### src/rtl/pin_irq_pkg.sv
package pin_irq_pkg;

    localparam int NUM_LINES   = 16;
    localparam int IDX_W       = $clog2(NUM_LINES);
    localparam int VEC_W       = 6;
    localparam int ADDR_W      = 2;
    localparam int SYNC_STAGES = 2;

    localparam logic [VEC_W-1:0]       ERR_VEC  = '0;
    localparam logic [VEC_W-IDX_W-1:0] VEC_BASE = '1;

    typedef logic [NUM_LINES-1:0] line_vec_t;

    typedef enum logic [ADDR_W-1:0] {
        SEL_MODE = 2'd0,
        SEL_MASK = 2'd1,
        SEL_PEND = 2'd2,
        SEL_NONE = 2'd3
    } reg_sel_e;

    typedef struct packed {
        logic             valid;
        logic [IDX_W-1:0] idx;
    } winner_t;

    // Line index to vector code: the highest index gets the lowest code.
    function automatic logic [VEC_W-1:0] code_of(input logic [IDX_W-1:0] idx);
        return {VEC_BASE, IDX_W'(IDX_W'(NUM_LINES - 1) - idx)};
    endfunction

endpackage

### src/rtl/pin_sync.sv
module pin_sync
    import pin_irq_pkg::*;
#(
    parameter int W      = NUM_LINES,
    parameter int STAGES = SYNC_STAGES
) (
    input  logic         clk,
    input  logic         rst,
    input  logic [W-1:0] async_i,
    output logic [W-1:0] sync_o
);

    logic [W-1:0] stage_q [STAGES];

    always_ff @(posedge clk) begin
        if (rst) begin
            for (int s = 0; s < STAGES; s++) stage_q[s] <= '0;
        end else begin
            stage_q[0] <= async_i;
            for (int s = 1; s < STAGES; s++) stage_q[s] <= stage_q[s-1];
        end
    end

    assign sync_o = stage_q[STAGES-1];

endmodule

### src/rtl/edge_detect.sv
module edge_detect
    import pin_irq_pkg::*;
#(
    parameter int W = NUM_LINES
) (
    input  logic         clk,
    input  logic         rst,
    input  logic [W-1:0] level_i,
    input  logic [W-1:0] fall_only_i,
    output logic [W-1:0] hit_o
);

    logic [W-1:0] prev_q;

    always_ff @(posedge clk) begin
        if (rst) prev_q <= '0;
        else     prev_q <= level_i;
    end

    for (genvar g = 0; g < W; g++) begin : g_lane
        assign hit_o[g] = fall_only_i[g] ? (prev_q[g] & ~level_i[g])
                                         : (prev_q[g] ^ level_i[g]);
    end

    // a lane in falling-only mode never reports a hit while its level is high
    fall_mode_chk: assert property (@(posedge clk) disable iff (rst)
        ((hit_o & fall_only_i & level_i) == '0));

endmodule

### src/rtl/irq_regs.sv
module irq_regs
    import pin_irq_pkg::*;
(
    input  logic              clk,
    input  logic              rst,
    input  logic [ADDR_W-1:0] addr_i,
    input  logic              wr_en_i,
    input  line_vec_t         wr_data_i,
    input  line_vec_t         hit_i,
    output line_vec_t         mode_o,
    output line_vec_t         mask_o,
    output line_vec_t         pend_o,
    output line_vec_t         rd_data_o
);

    line_vec_t mode_q, mask_q, pend_q;
    line_vec_t clr;
    reg_sel_e  sel;

    assign sel = reg_sel_e'(addr_i);
    assign clr = (wr_en_i && sel == SEL_PEND) ? wr_data_i : '0;

    always_ff @(posedge clk) begin
        if (rst) begin
            mode_q <= '0;
            mask_q <= '0;
            pend_q <= '0;
        end else begin
            if (wr_en_i && sel == SEL_MODE) mode_q <= wr_data_i;
            if (wr_en_i && sel == SEL_MASK) mask_q <= wr_data_i;
            pend_q <= (pend_q & ~clr) | hit_i;
        end
    end

    always_comb begin
        unique case (sel)
            SEL_MODE: rd_data_o = mode_q;
            SEL_MASK: rd_data_o = mask_q;
            SEL_PEND: rd_data_o = pend_q;
            default:  rd_data_o = '0;
        endcase
    end

    assign mode_o = mode_q;
    assign mask_o = mask_q;
    assign pend_o = pend_q;

    // mask is zero on the first cycle after reset
    mask_reset_chk: assert property (@(posedge clk) disable iff (rst)
        $past(rst) |-> (mask_q == '0));

    // every detected hit is recorded, even against a clear
    hit_sets_chk: assert property (@(posedge clk) disable iff (rst)
        (hit_i != '0) |=> ((pend_q & $past(hit_i)) == $past(hit_i)));

    // a pending bit only rises because its own line produced a hit
    no_spurious_chk: assert property (@(posedge clk) disable iff (rst)
        !$past(rst) |-> ((pend_q & ~$past(pend_q) & ~$past(hit_i)) == '0));

endmodule

### src/rtl/prio_resolve.sv
module prio_resolve
    import pin_irq_pkg::*;
(
    input  logic             clk,
    input  logic             rst,
    input  line_vec_t        pend_i,
    input  line_vec_t        mask_i,
    output logic             irq_o,
    output logic [VEC_W-1:0] vector_o
);

    line_vec_t live;
    winner_t   win;

    assign live = pend_i & mask_i;

    // Ascending scan: a higher index overwrites a lower one, so it wins.
    always_comb begin
        win = '0;
        for (int i = 0; i < NUM_LINES; i++) begin
            if (live[i]) begin
                win.valid = 1'b1;
                win.idx   = IDX_W'(i);
            end
        end
    end

    assign irq_o    = win.valid;
    assign vector_o = win.valid ? code_of(win.idx) : ERR_VEC;

    // while the interrupt is raised the vector is a line code
    line_code_chk: assert property (@(posedge clk) disable iff (rst)
        irq_o |-> (vector_o[VEC_W-1 -: VEC_W-IDX_W] == VEC_BASE));

    // with no live request the vector is the error code
    err_vec_chk: assert property (@(posedge clk) disable iff (rst)
        (live == '0) |-> (vector_o == ERR_VEC && !irq_o));

    // a masked line can never be the reported winner
    masked_loses_chk: assert property (@(posedge clk) disable iff (rst)
        irq_o |-> mask_i[win.idx]);

endmodule

### src/rtl/ext_pin_irq_ctrl.sv
module ext_pin_irq_ctrl
    import pin_irq_pkg::*;
(
    input  logic              clk,
    input  logic              rst,
    input  logic [15:0]       pin_i,
    input  logic [1:0]        reg_addr,
    input  logic              reg_wr_en,
    input  logic [15:0]       reg_wr_data,
    output logic [15:0]       reg_rd_data,
    output logic              irq_o,
    output logic [5:0]        vector_o
);

    line_vec_t level, hit, mode, mask, pend;

    pin_sync #(.W(NUM_LINES), .STAGES(SYNC_STAGES)) u_sync (
        .clk     (clk),
        .rst     (rst),
        .async_i (pin_i),
        .sync_o  (level)
    );

    edge_detect #(.W(NUM_LINES)) u_edge (
        .clk         (clk),
        .rst         (rst),
        .level_i     (level),
        .fall_only_i (mode),
        .hit_o       (hit)
    );

    irq_regs u_regs (
        .clk       (clk),
        .rst       (rst),
        .addr_i    (reg_addr),
        .wr_en_i   (reg_wr_en),
        .wr_data_i (reg_wr_data),
        .hit_i     (hit),
        .mode_o    (mode),
        .mask_o    (mask),
        .pend_o    (pend),
        .rd_data_o (reg_rd_data)
    );

    prio_resolve u_prio (
        .clk      (clk),
        .rst      (rst),
        .pend_i   (pend),
        .mask_i   (mask),
        .irq_o    (irq_o),
        .vector_o (vector_o)
    );

endmodule

### config.mk
export PLATFORM = sky130hd
export DESIGN_NAME = ext_pin_irq_ctrl
export DESIGN_NICKNAME = d
export VERILOG_FILES = /design/src/rtl/pin_irq_pkg.sv /design/src/rtl/pin_sync.sv /design/src/rtl/edge_detect.sv /design/src/rtl/irq_regs.sv /design/src/rtl/prio_resolve.sv /design/src/rtl/ext_pin_irq_ctrl.sv
export SDC_FILE = /design/constraint.sdc
export NUM_CORES = 1
export LEC_CHECK = 0
export BUFFER_PORTS_ARGS = -buffer_cell sky130_fd_sc_hd__buf_2
export CAP_MARGIN = 20
export CORE_MARGIN = 8
export CORE_UTILIZATION = 35
export CTS_BUF_LIST = sky130_fd_sc_hd__clkbuf_8
export CTS_CLUSTER_DIAMETER = 100
export DETAILED_ROUTE_END_ITERATION = 6
export PLACE_DENSITY_LB_ADDON = 0.1
export SYNTH_ARGS = -nofsm -noshare
export SYNTH_HDL_FRONTEND = slang
export SYNTH_SLANG_ARGS = --single-unit
### constraint.sdc
create_clock -name clk -period 1.6 [get_ports clk]
set_input_delay 0.16 -clock clk [delete_from_list [all_inputs] [get_ports clk]]
set_output_delay 0.16 -clock clk [all_outputs]
set_load 0.05 [all_outputs]
==> impl_metrics.json, run 1 <==
{
  "status": "finished, violations left",
  "violations": "setup timing",
  "dr.pass1.iters": 4,
  "synth_fp_nets": 506,
  "n_antenna_cell": 0,
  "ys_types": 35,
  "numCtsBuffers": 9,
  "yosysTopAreaCell": "dfxtp_1",
  "slew_headroom_pct": 78.4,
  "dpl_cell_area_mm2": 0.00481,
  "dr.first_iter.drc_count": 248,
  "async_reset_ff_share_pct": 0,
  "drive_gt1_share_pct": 28.8,
  "synth-edff-count": 0,
  "muxShareOfSynthArea_pct": 3.97,
  "power_per_cell_area_mw_per_mm2": 933,
  "grt_pass1_vias": 3435,
  "ys_seq_area_share_pct": 47.6,
  "ioPinCount": 60,
  "setup_violations": 7,
  "wl_um": 10500,
  "fin_ws_ns": -0.343,
  "cp.buffers_inverters": 2,
  "synth_commonest_cells": "96 x dfxtp_1, 88 x nand2_1, 50 x nor2_1, 32 x a21oi_1, 32 x nor2b_1",
  "drv_cap": 0,
  "cts_root_buffer": "clkbuf_8",
  "track_usage_pct": 14.8,
  "timing.hold.ws_ns": 0.0151,
  "finalCriticalPeriod_ns": 1.94,
  "fillerInstances": 1110,
  "synth_top_family_by_area": "simple AND/OR/NAND/NOR gates",
  "dp_hpwl_um": 7610,
  "clkSinkCount": 96,
  "p_leak_nw": 2.24,
  "yosys.area.top_type_share_pct": 47.6,
  "grt_max_degree": 63,
  "synth_top_cells_by_area": "dfxtp_1 48%, nand2_1 8.2%, ha_1 5.0%",
  "crit_chain": "a22o_1 -> a221o_1 -> nor3_2 -> buf_4 -> a211oi_2 -> buf_6",
  "worstPathArrival_ns": 1.78,
  "hold_path_class": "in2reg",
  "critPathSlowestCell": "dfxtp_2",
  "critPathMaxStageDelay_ns": 0.34,
  "cp-start-kind": "flop",
  "fin_skew_ns": 0.0104,
  "worstRegToRegCells": 5,
  "worstReg2RegStart": "u_sync.stage_q[0][31]",
  "reg2reg_to": "u_regs.pend_o[15]",
  "h-tree-depth": 3,
  "rows": 39,
  "multi_input_area_mm2": 0.00197,
  "ir_drop_uv": 466,
  "antenna_found_initial": 0,
  "syn_inst": 453,
  "final_cells": 709,
  "cp-end-kind": "output pin",
  "r2r_slack_ns": 0.40,
  "die_area_mm2": 0.0152,
  "cts_tree": "yes",
  "regArea_mm2": 0.00193,
  "slew_viol_final": 0,
  "tightest_slew_ns": 0.324,
  "startpoint": "u_regs.mask_o[3]",
  "gr-total-overflow": 0,
  "viasPerCell": 4.74,
  "fmax_mhz": 515,
  "hold_start": "pin_i[15]",
  "core_mm2": 0.0113,
  "placed_cells": 678,
  "cp_top_family": "compound AO/OA/AOI/OAI gates",
  "place_congestion": 0.773,
  "drcViolationCount": 0,
  "fin_total_pwr_w": 0.00495,
  "path_depth": 6,
  "worst-path-max-fanout": 3,
  "syn_avg_cell_area_um2": 8.91,
  "ctsLongestPathBuffers": 2,
  "ys_seq_elements": 96,
  "port_buffers": 59,
  "crit_required_ns": 1.44,
  "hold_viol": 0,
  "die_w_um": 123,
  "start_util_pct": 35.7,
  "synth_compound_area_share_pct": 15.1,
  "criticalPathCategory": "reg2out",
  "final_antenna_net_count": 0,
  "fin_setup_tns_ns": -2.27,
  "ys.flop_type": "dfxtp_1",
  "synth_most_common_cell": "dfxtp_1",
  "grt_pass1_wl_um": 17600,
  "die_h_um": 123,
  "num_vias": 3360,
  "syn_to_final_growth_pct": 31.3,
  "clk_pin_slew_ns": 0.09,
  "timing.final.crit_share_pct": 121,
  "synth_xor_area_share_pct": 0,
  "syn_area_mm2": 0.00404,
  "crit_path_end": "vector_o[0]",
  "synth_simple_gate_area_share_pct": 22.6,
  "grt_setup_unrepaired": "yes",
  "wl_per_cell_um": 14.9,
  "final_area_mm2": 0.00530,
  "nets": 615,
  "insertion_delay_ns": 0.38,
  "ys_warn_count": 0,
  "synth_adder_area_share_pct": 4.96
}
worst min-delay path by stage:
stage / to / slack [ns] / cells after the start
final: u_sync.stage_q[0][15] / 0.02 / 2
after global routing: u_sync.stage_q[0][15] / 0.01 / 2
after CTS: u_sync.stage_q[0][5] / 0.0003 / 2
after detailed placement: u_sync.stage_q[0][11] / 0.37 / 2
after global placement: u_sync.stage_q[0][12] / 0.37 / 2
after floorplan: u_sync.stage_q[0][0] / 0.29 / 1
cell type report:
cell class / count / area share (%)
timing repair buffer: 126 / 18.4
multi-input combinational: 311 / 37.1
tap: 143 / 3.38
clock inverter: 5 / 0.921
inverter: 18 / 1.27
clock buffer: 10 / 2.60
sequential: 96 / 36.4
cells in the final DEF, fill, tap and decap left out, types with 2 or more instances in the layout:
cell	netlist	layout
nand2_1	88	88
buf_6	3	8
a21oi_1	32	32
dlygate4sd3_1	0	15
nor2b_1	32	32
nand3_2	4	6
buf_4	7	48
a22oi_2	0	4
ha_1	16	16
buf_12	0	5
o21ai_1	0	15
dfxtp_1	96	91
clkbuf_8	0	10
mux2i_1	16	16
nor2_1	50	48
clkbuf_4	0	5
inv_1	18	18
a221oi_2	13	13
nand3_1	15	13
a22oi_1	6	2
a32o_1	3	3
clkinv_2	0	3
buf_2	6	44
nor2_4	0	2
dfxtp_2	0	5
a22o_1	2	2
a221oi_1	3	3
where the power goes:
group / internal, W / total (W) / switching (W)
clock network: 0.000744 / 0.00158 / 0.000840
registers: 0.00249 / 0.00256 / 0.0000653
logic: 0.000350 / 0.000802 / 0.000452
total: 0.00359 / 0.00495 / 0.00136
repair_timing:
action	4_1_cts	5_1_grt
pin swaps	5	3
endpoints found under the setup margin	7	13
buffers inserted	1	0
hold buffers	14	1
gates resized for setup	30	16
endpoints found under the hold margin	14	1
state kept, by name, summed over array words and instances (netlist names):
name	count
u_sync.stage_q	32
u_regs.mode_o	16
u_edge.prev_q	16
u_regs.mask_o	16
u_regs.pend_o	16
cell families (layout without fill, tap and decap cells):
kind of cell / Yosys count / after routing
compound gates: 82 / 82
buf+inv: 46 / 159
simple gates: 197 / 197
fa+ha+maj: 16 / 16
flops: 96 / 96
mux: 16 / 16
worst register-to-register path, stage by stage (launching register included):
cell      delay, ns
dfxtp_1        0.40
inv_1          0.09
ha_1           0.28
nor2_1         0.04
a221oi_1       0.22
nor2_1         0.07
layer usage:
metal	wire, µm	vias up	track usage (%)
met5	0	-	0
met1	5070	1558	18.7
met2	4810	59	23.8
met3	500	11	4.11
li1	-	1732	-
met4	152	0	5.19
stage by stage:
step / util, % / setup WS (ns)
final: 46.8 / -0.343
after global routing: 46.8 / -0.455
after CTS: 46.4 / -0.366
after detailed placement: 42.5 / -0.0108
after global placement: 42.5 / 0.00813
after floorplan: - / -0.111
(Power assumes the default switching activity.)
==> run 2, diff against run 1 <==
--- a/config.mk
+++ b/config.mk
@@ -7,6 +7,8 @@
 export LEC_CHECK = 0
 export BUFFER_PORTS_ARGS = -buffer_cell sky130_fd_sc_hd__buf_2
 export CAP_MARGIN = 20
+export CELL_PAD_IN_SITES_DETAIL_PLACEMENT = 0
+export CELL_PAD_IN_SITES_GLOBAL_PLACEMENT = 1
 export CORE_MARGIN = 8
 export CORE_UTILIZATION = 35
 export CTS_BUF_LIST = sky130_fd_sc_hd__clkbuf_8
==> run 2 against run 1 <==
  * The run still ends with setup timing left
  * Non-clock buffer count decreased by 4
  * Global-route usage decreased by 0.29 points
  * Die area did not move
  * Register-to-register slack about the same
  * Power up 0.77%
  * Flip-flop and latch count stayed put
  * Largest power group unchanged
  * Highest routed layer unchanged
==> impl_metrics.json, run 2 (synthesis gave the netlist of run 1 again) <==
{
  "cts_root_buffer": "clkbuf_8",
  "p_leak_nw": 2.23,
  "post-route-util_pct": 46.3,
  "hold_path_class": "in2reg",
  "die_w_um": 123,
  "power_per_cell_area_mw_per_mm2": 951,
  "timing.final.crit_share_pct": 121,
  "grt_setup_unrepaired": "yes",
  "seqPwrFrac_pct": 51.3,
  "grt_pass1_wl_um": 17200,
  "drive_gt1_share_pct": 29.7,
  "grt_max_degree": 59,
  "fin_skew_ns": 0.0126,
  "cts_tree": "yes",
  "post-place-ws_ns": -0.0856,
  "track_usage_pct": 14.5,
  "viasPerCell": 4.79,
  "ctsLongestPathBuffers": 2,
  "switchingPower_w": 0.00132,
  "insertion_delay_ns": 0.36,
  "internal_power_w": 0.00366,
  "start_util_pct": 35.7,
  "grt_pass1_vias": 3446,
  "tightest_slew_ns": 0.496,
  "drv_cap": 0,
  "ir_drop_uv": 515,
  "cp-end-kind": "output pin",
  "die_area_mm2": 0.0152,
  "gr-total-overflow": 0,
  "drcViolationCount": 0,
  "status": "finished, violations left",
  "clk_pin_slew_ns": 0.09,
  "numCtsBuffers": 9,
  "syn_to_final_growth_pct": 29.9,
  "n_antenna_cell": 0,
  "h-tree-depth": 3,
  "fin_ws_ns": -0.343,
  "port_buffers": 59,
  "largest_register": "u_sync.stage_q",
  "hold_viol": 0,
  "finalCriticalPeriod_ns": 1.94,
  "fmax_mhz": 515,
  "dp_hpwl_um": 7780,
  "place_congestion": 0.771,
  "antenna_found_initial": 0,
  "clkPwrFrac_pct": 33.0,
  "swShare_pct": 26.5,
  "num_vias": 3374,
  "wl_um": 10500,
  "die_h_um": 123,
  "ioPinCount": 60,
  "criticalPathCategory": "reg2out",
  "slew_headroom_pct": 66.9,
  "final_antenna_net_count": 0,
  "clkSinkCount": 96,
  "layout_commonest_cell": "dfxtp_1",
  "dr.first_iter.drc_count": 180,
  "final_cell_mix": "91 x dfxtp_1, 88 x nand2_1, 50 x buf_2",
  "rows": 39,
  "crit_required_ns": 1.44,
  "combPwrFrac_pct": 15.6,
  "core_mm2": 0.0113,
  "worstPathArrival_ns": 1.78,
  "cp-start-kind": "flop",
  "largest_reg_flops": 32,
  "dr.pass1.iters": 4,
  "worst-path-max-fanout": 3,
  "wl_per_cell_um": 14.9,
  "slew_viol_final": 0,
  "nets": 611,
  "fin_total_pwr_w": 0.00498,
  "setup_violations": 7,
  "violations": "setup timing"
}
## run 2: worst max-delay path: stages, from the launching register on
cell     delay (ns)
dfxtp_2        0.34
a22o_1         0.24
a221o_1        0.32
nor3_4         0.23
inv_2          0.12
buf_6          0.17
## run 2: repair_timing
action | 4_1_cts | 5_1_grt
endpoints found under the setup margin | 7 | 10
gates cloned | 0 | 0
hold buffers | 10 | 0
resized for setup | 29 | 6
buffers inserted | 1 | 0
endpoints found under the hold margin | 10 | 0
pin swaps | 8 | 4
## run 2: power by group through the flow
| stage | clock (W) | combinational (W) | sequential, W |
|---|---|---|---|
| 5_1_grt | 0.00180 | 0.000851 | 0.00257 |
| 4_1_cts | 0.00171 | 0.000789 | 0.00256 |
| 2_1_floorplan | 0 | 0.000460 | 0.00261 |
| 3_5_place_dp | 0 | 0.000733 | 0.00261 |
| 6_report | 0.00165 | 0.000780 | 0.00256 |
| 3_3_place_gp | 0 | 0.000732 | 0.00261 |
## run 2: path summary, 6_finish.rpt
path / to / startpoint / cells past startpoint / slack, ns
hold reg to reg: u_sync.stage_q[0][21] / u_sync.stage_q[0][5] / 1 / 0.44
setup / recovery: irq_o / u_regs.pend_o[3] / 5 / -0.34
hold / removal: u_sync.stage_q[0][5] / pin_i[5] / 2 / 0.02
setup reg to reg: u_regs.pend_o[15] / u_sync.stage_q[0][31] / 5 / 0.41
## run 2: final cells by class
cell class	instances	area (µm²)
clock buffers	12	165
clock inverters	3	41.3
fillers	1136	6080
inverters	18	67.6
multi-input cells	311	1970
flip-flops and latches	96	1930
well taps	143	179
repair buffers	122	892
## run 2: per-stage QoR
step	hold WS [ns]	setup TNS [ns]	cell area [µm²]	cells
finish	0.0162	-2.21	5240	705
global route	0.00347	-2.76	5240	705
CTS	0.00166	-2.42	5230	705
detailed placement	0.374	-0.362	4800	679
global placement	0.367	-0.172	4800	679
floorplan	0.288	-0.460	4050	453
## run 2: per-layer routing
metal	wire [µm]	track usage [%]	up-vias	share of wire [%]
met5	0	0	-	0
met4	176	6.25	0	1.7
met3	512	2.83	12	4.9
met2	4560	22.1	58	43
met1	5260	19.6	1573	50
li1	-	-	1731	-
==> run 3, diff against run 2 <==
==> constraint.sdc (replaced) <==
create_clock -name clk -period 1.7 [get_ports clk]
set_input_delay 0.17 -clock clk [delete_from_list [all_inputs] [get_ports clk]]
set_output_delay 0.17 -clock clk [all_outputs]
set_load 0.05 [all_outputs]
==> run 3 against run 2 <==
  * Non-clock buffer count shrank 15
  * Clock power down 5%
  * Die area stayed put
  * Count of clock-buffer cells in the layout did not move
  * First-iteration DRC count grew 28%
  * Design area decreased by 1.7%
  * Core utilization down 0.80 points
  * The run still ends with setup timing left
  * Clock skew fell by 0.0021 ns
  * Critical endpoint is now vector_o[5]
  * Sequential share of layout area is 0.79 points higher
  * Sequential power down 5%
==> impl_metrics.json, run 3 (synthesis gave the netlist of run 1 again) <==
{
  "dp_hpwl_um": 7700,
  "fmax_mhz": 502,
  "drcViolationCount": 0,
  "clk_pin_slew_ns": 0.09,
  "place_congestion": 0.815,
  "syn_to_final_growth_pct": 27.7,
  "clkPwrFrac_pct": 33.3,
  "final_area_mm2": 0.00515,
  "setup_violations": 7,
  "port_buffers": 59,
  "n_antenna_cell": 0,
  "largest_reg_flops": 32,
  "num_vias": 3315,
  "ctsLongestPathBuffers": 2,
  "grt_max_degree": 50,
  "antenna_found_initial": 0,
  "switchingPower_w": 0.00125,
  "internal_power_w": 0.00343,
  "h-tree-depth": 3,
  "ioPinCount": 60,
  "cts_root_buffer": "clkbuf_8",
  "crit_chain": "a22o_1 -> a221o_1 -> nor3_4 -> inv_2 -> buf_6",
  "finalCriticalPeriod_ns": 1.99,
  "grt_pass1_vias": 3203,
  "cp-start-kind": "flop",
  "swShare_pct": 26.8,
  "fillerInstances": 1125,
  "grt_setup_unrepaired": "yes",
  "critPathSlowestCell": "dfxtp_2",
  "dr.first_iter.drc_count": 231,
  "rows": 39,
  "track_usage_pct": 14.6,
  "nets": 596,
  "p_leak_nw": 2.17,
  "combPwrFrac_pct": 15.1,
  "dr.pass1.iters": 4,
  "final_cell_mix": "89 x dfxtp_1, 87 x nand2_1, 52 x buf_2",
  "drv_cap": 0,
  "post-route-util_pct": 45.5,
  "numCtsBuffers": 9,
  "insertion_delay_ns": 0.38,
  "critPathMaxStageDelay_ns": 0.34,
  "status": "finished, violations left",
  "cts_tree": "yes",
  "die_w_um": 123,
  "seqPwrFrac_pct": 51.6,
  "dpl_cell_area_mm2": 0.00467,
  "violations": "setup timing",
  "hold_path_class": "in2reg",
  "worstPathArrival_ns": 1.82,
  "placed_cells": 659,
  "largest_register": "u_sync.stage_q",
  "gr-total-overflow": 0,
  "wl_per_cell_um": 15.3,
  "final_antenna_net_count": 0,
  "die_h_um": 123,
  "final_cells": 690,
  "core_mm2": 0.0113,
  "timing.final.crit_share_pct": 117,
  "die_area_mm2": 0.0152,
  "start_util_pct": 35.7,
  "power_per_cell_area_mw_per_mm2": 909,
  "viasPerCell": 4.80,
  "wl_um": 10500,
  "layout_commonest_cell": "dfxtp_1",
  "hold_viol": 0,
  "criticalPathCategory": "reg2out",
  "fin_skew_ns": 0.0105,
  "worst-path-max-fanout": 3,
  "grt_pass1_wl_um": 16900,
  "slew_viol_final": 0,
  "fin_ws_ns": -0.291,
  "fin_setup_tns_ns": -1.66,
  "tightest_slew_ns": 0.382,
  "slew_headroom_pct": 74.5,
  "clkSinkCount": 96,
  "cp-end-kind": "output pin",
  "drive_gt1_share_pct": 27.6,
  "crit_required_ns": 1.53,
  "ir_drop_uv": 548
}
==> run 3: cell count changes in the layout (fill, tap and decap cells not counted), sizes merged <==
cell	change
dlygate4sd3	+3
clkbuf	-2
buf	-16
==> run 3: timing repair <==
action	4_1_cts	5_1_grt
buffers inserted	2	1
hold buffers	13	0
pin swaps	10	5
setup endpoints to repair	7	7
endpoints found under the hold margin	13	0
gates resized for setup	27	11
==> run 3: final timing paths <==
check                                      startpoint               endpoint  slack [ns]  cells after the start
worst max register to register  u_sync.stage_q[0][31]      u_regs.pend_o[15]        0.55                      5
worst min-delay path                         pin_i[2]   u_sync.stage_q[0][2]        0.03                      2
worst max-delay path                 u_regs.pend_o[3]            vector_o[5]       -0.29                      5
worst min register to register  u_sync.stage_q[0][14]  u_sync.stage_q[0][30]        0.44                      1
==> run 3: stage by stage <==
step	power (W)	hold WS, ns	setup WS (ns)
4_1_cts	0.00475	0.00767	-0.334
3_5_place_dp	0.00312	0.382	-0.0344
5_1_grt	0.00491	0.0262	-0.376
3_3_place_gp	0.00311	0.377	0.00107
2_1_floorplan	0.00289	0.298	-0.0213
6_report	0.00468	0.0265	-0.291
==> run 3: layout make-up <==
| type | count | area [µm²] | share of cell area, % |
|---|---|---|---|
| repair buffers | 107 | 798 | 15.5 |
| clock inverters | 3 | 41.3 | 0.801 |
| clock buffers | 12 | 165 | 3.21 |
| flip-flops and latches | 96 | 1940 | 37.6 |
| multi-input cells | 311 | 1970 | 38.1 |
| inverters | 18 | 67.6 | 1.31 |
| well taps | 143 | 179 | 3.47 |
==> run 3: power groups by stage <==
| stage | clock network (W) | registers, W | logic (W) |
|---|---|---|---|
| after floorplan | 0 | 0.00245 | 0.000433 |
| after global placement | 0 | 0.00246 | 0.000651 |
| after detailed placement | 0 | 0.00246 | 0.000653 |
| after CTS | 0.00163 | 0.00241 | 0.000714 |
| after global routing | 0.00171 | 0.00243 | 0.000768 |
| final | 0.00156 | 0.00242 | 0.000706 |
==> run 3: worst max-delay path, delay by kind of cell, from the launching register on <==
kind                   cells  cell delay, ns
AO/OA/AOI/OAI              2            0.59
flip-flops                 1            0.34
buffers and inverters      2            0.30
AND/OR/NAND/NOR            1            0.22
==> run 3: metal layers <==
metal / part of all wire (%) / wire length, µm / up-vias / GRT usage, %
li1: - / - / 1706 / -
met1: 51 / 5430 / 1534 / 20.4
met2: 42 / 4450 / 62 / 20.4
met5: 0 / 0 / - / 0
met3: 4.5 / 477 / 13 / 3.56
met4: 1.8 / 194 / 0 / 6.92
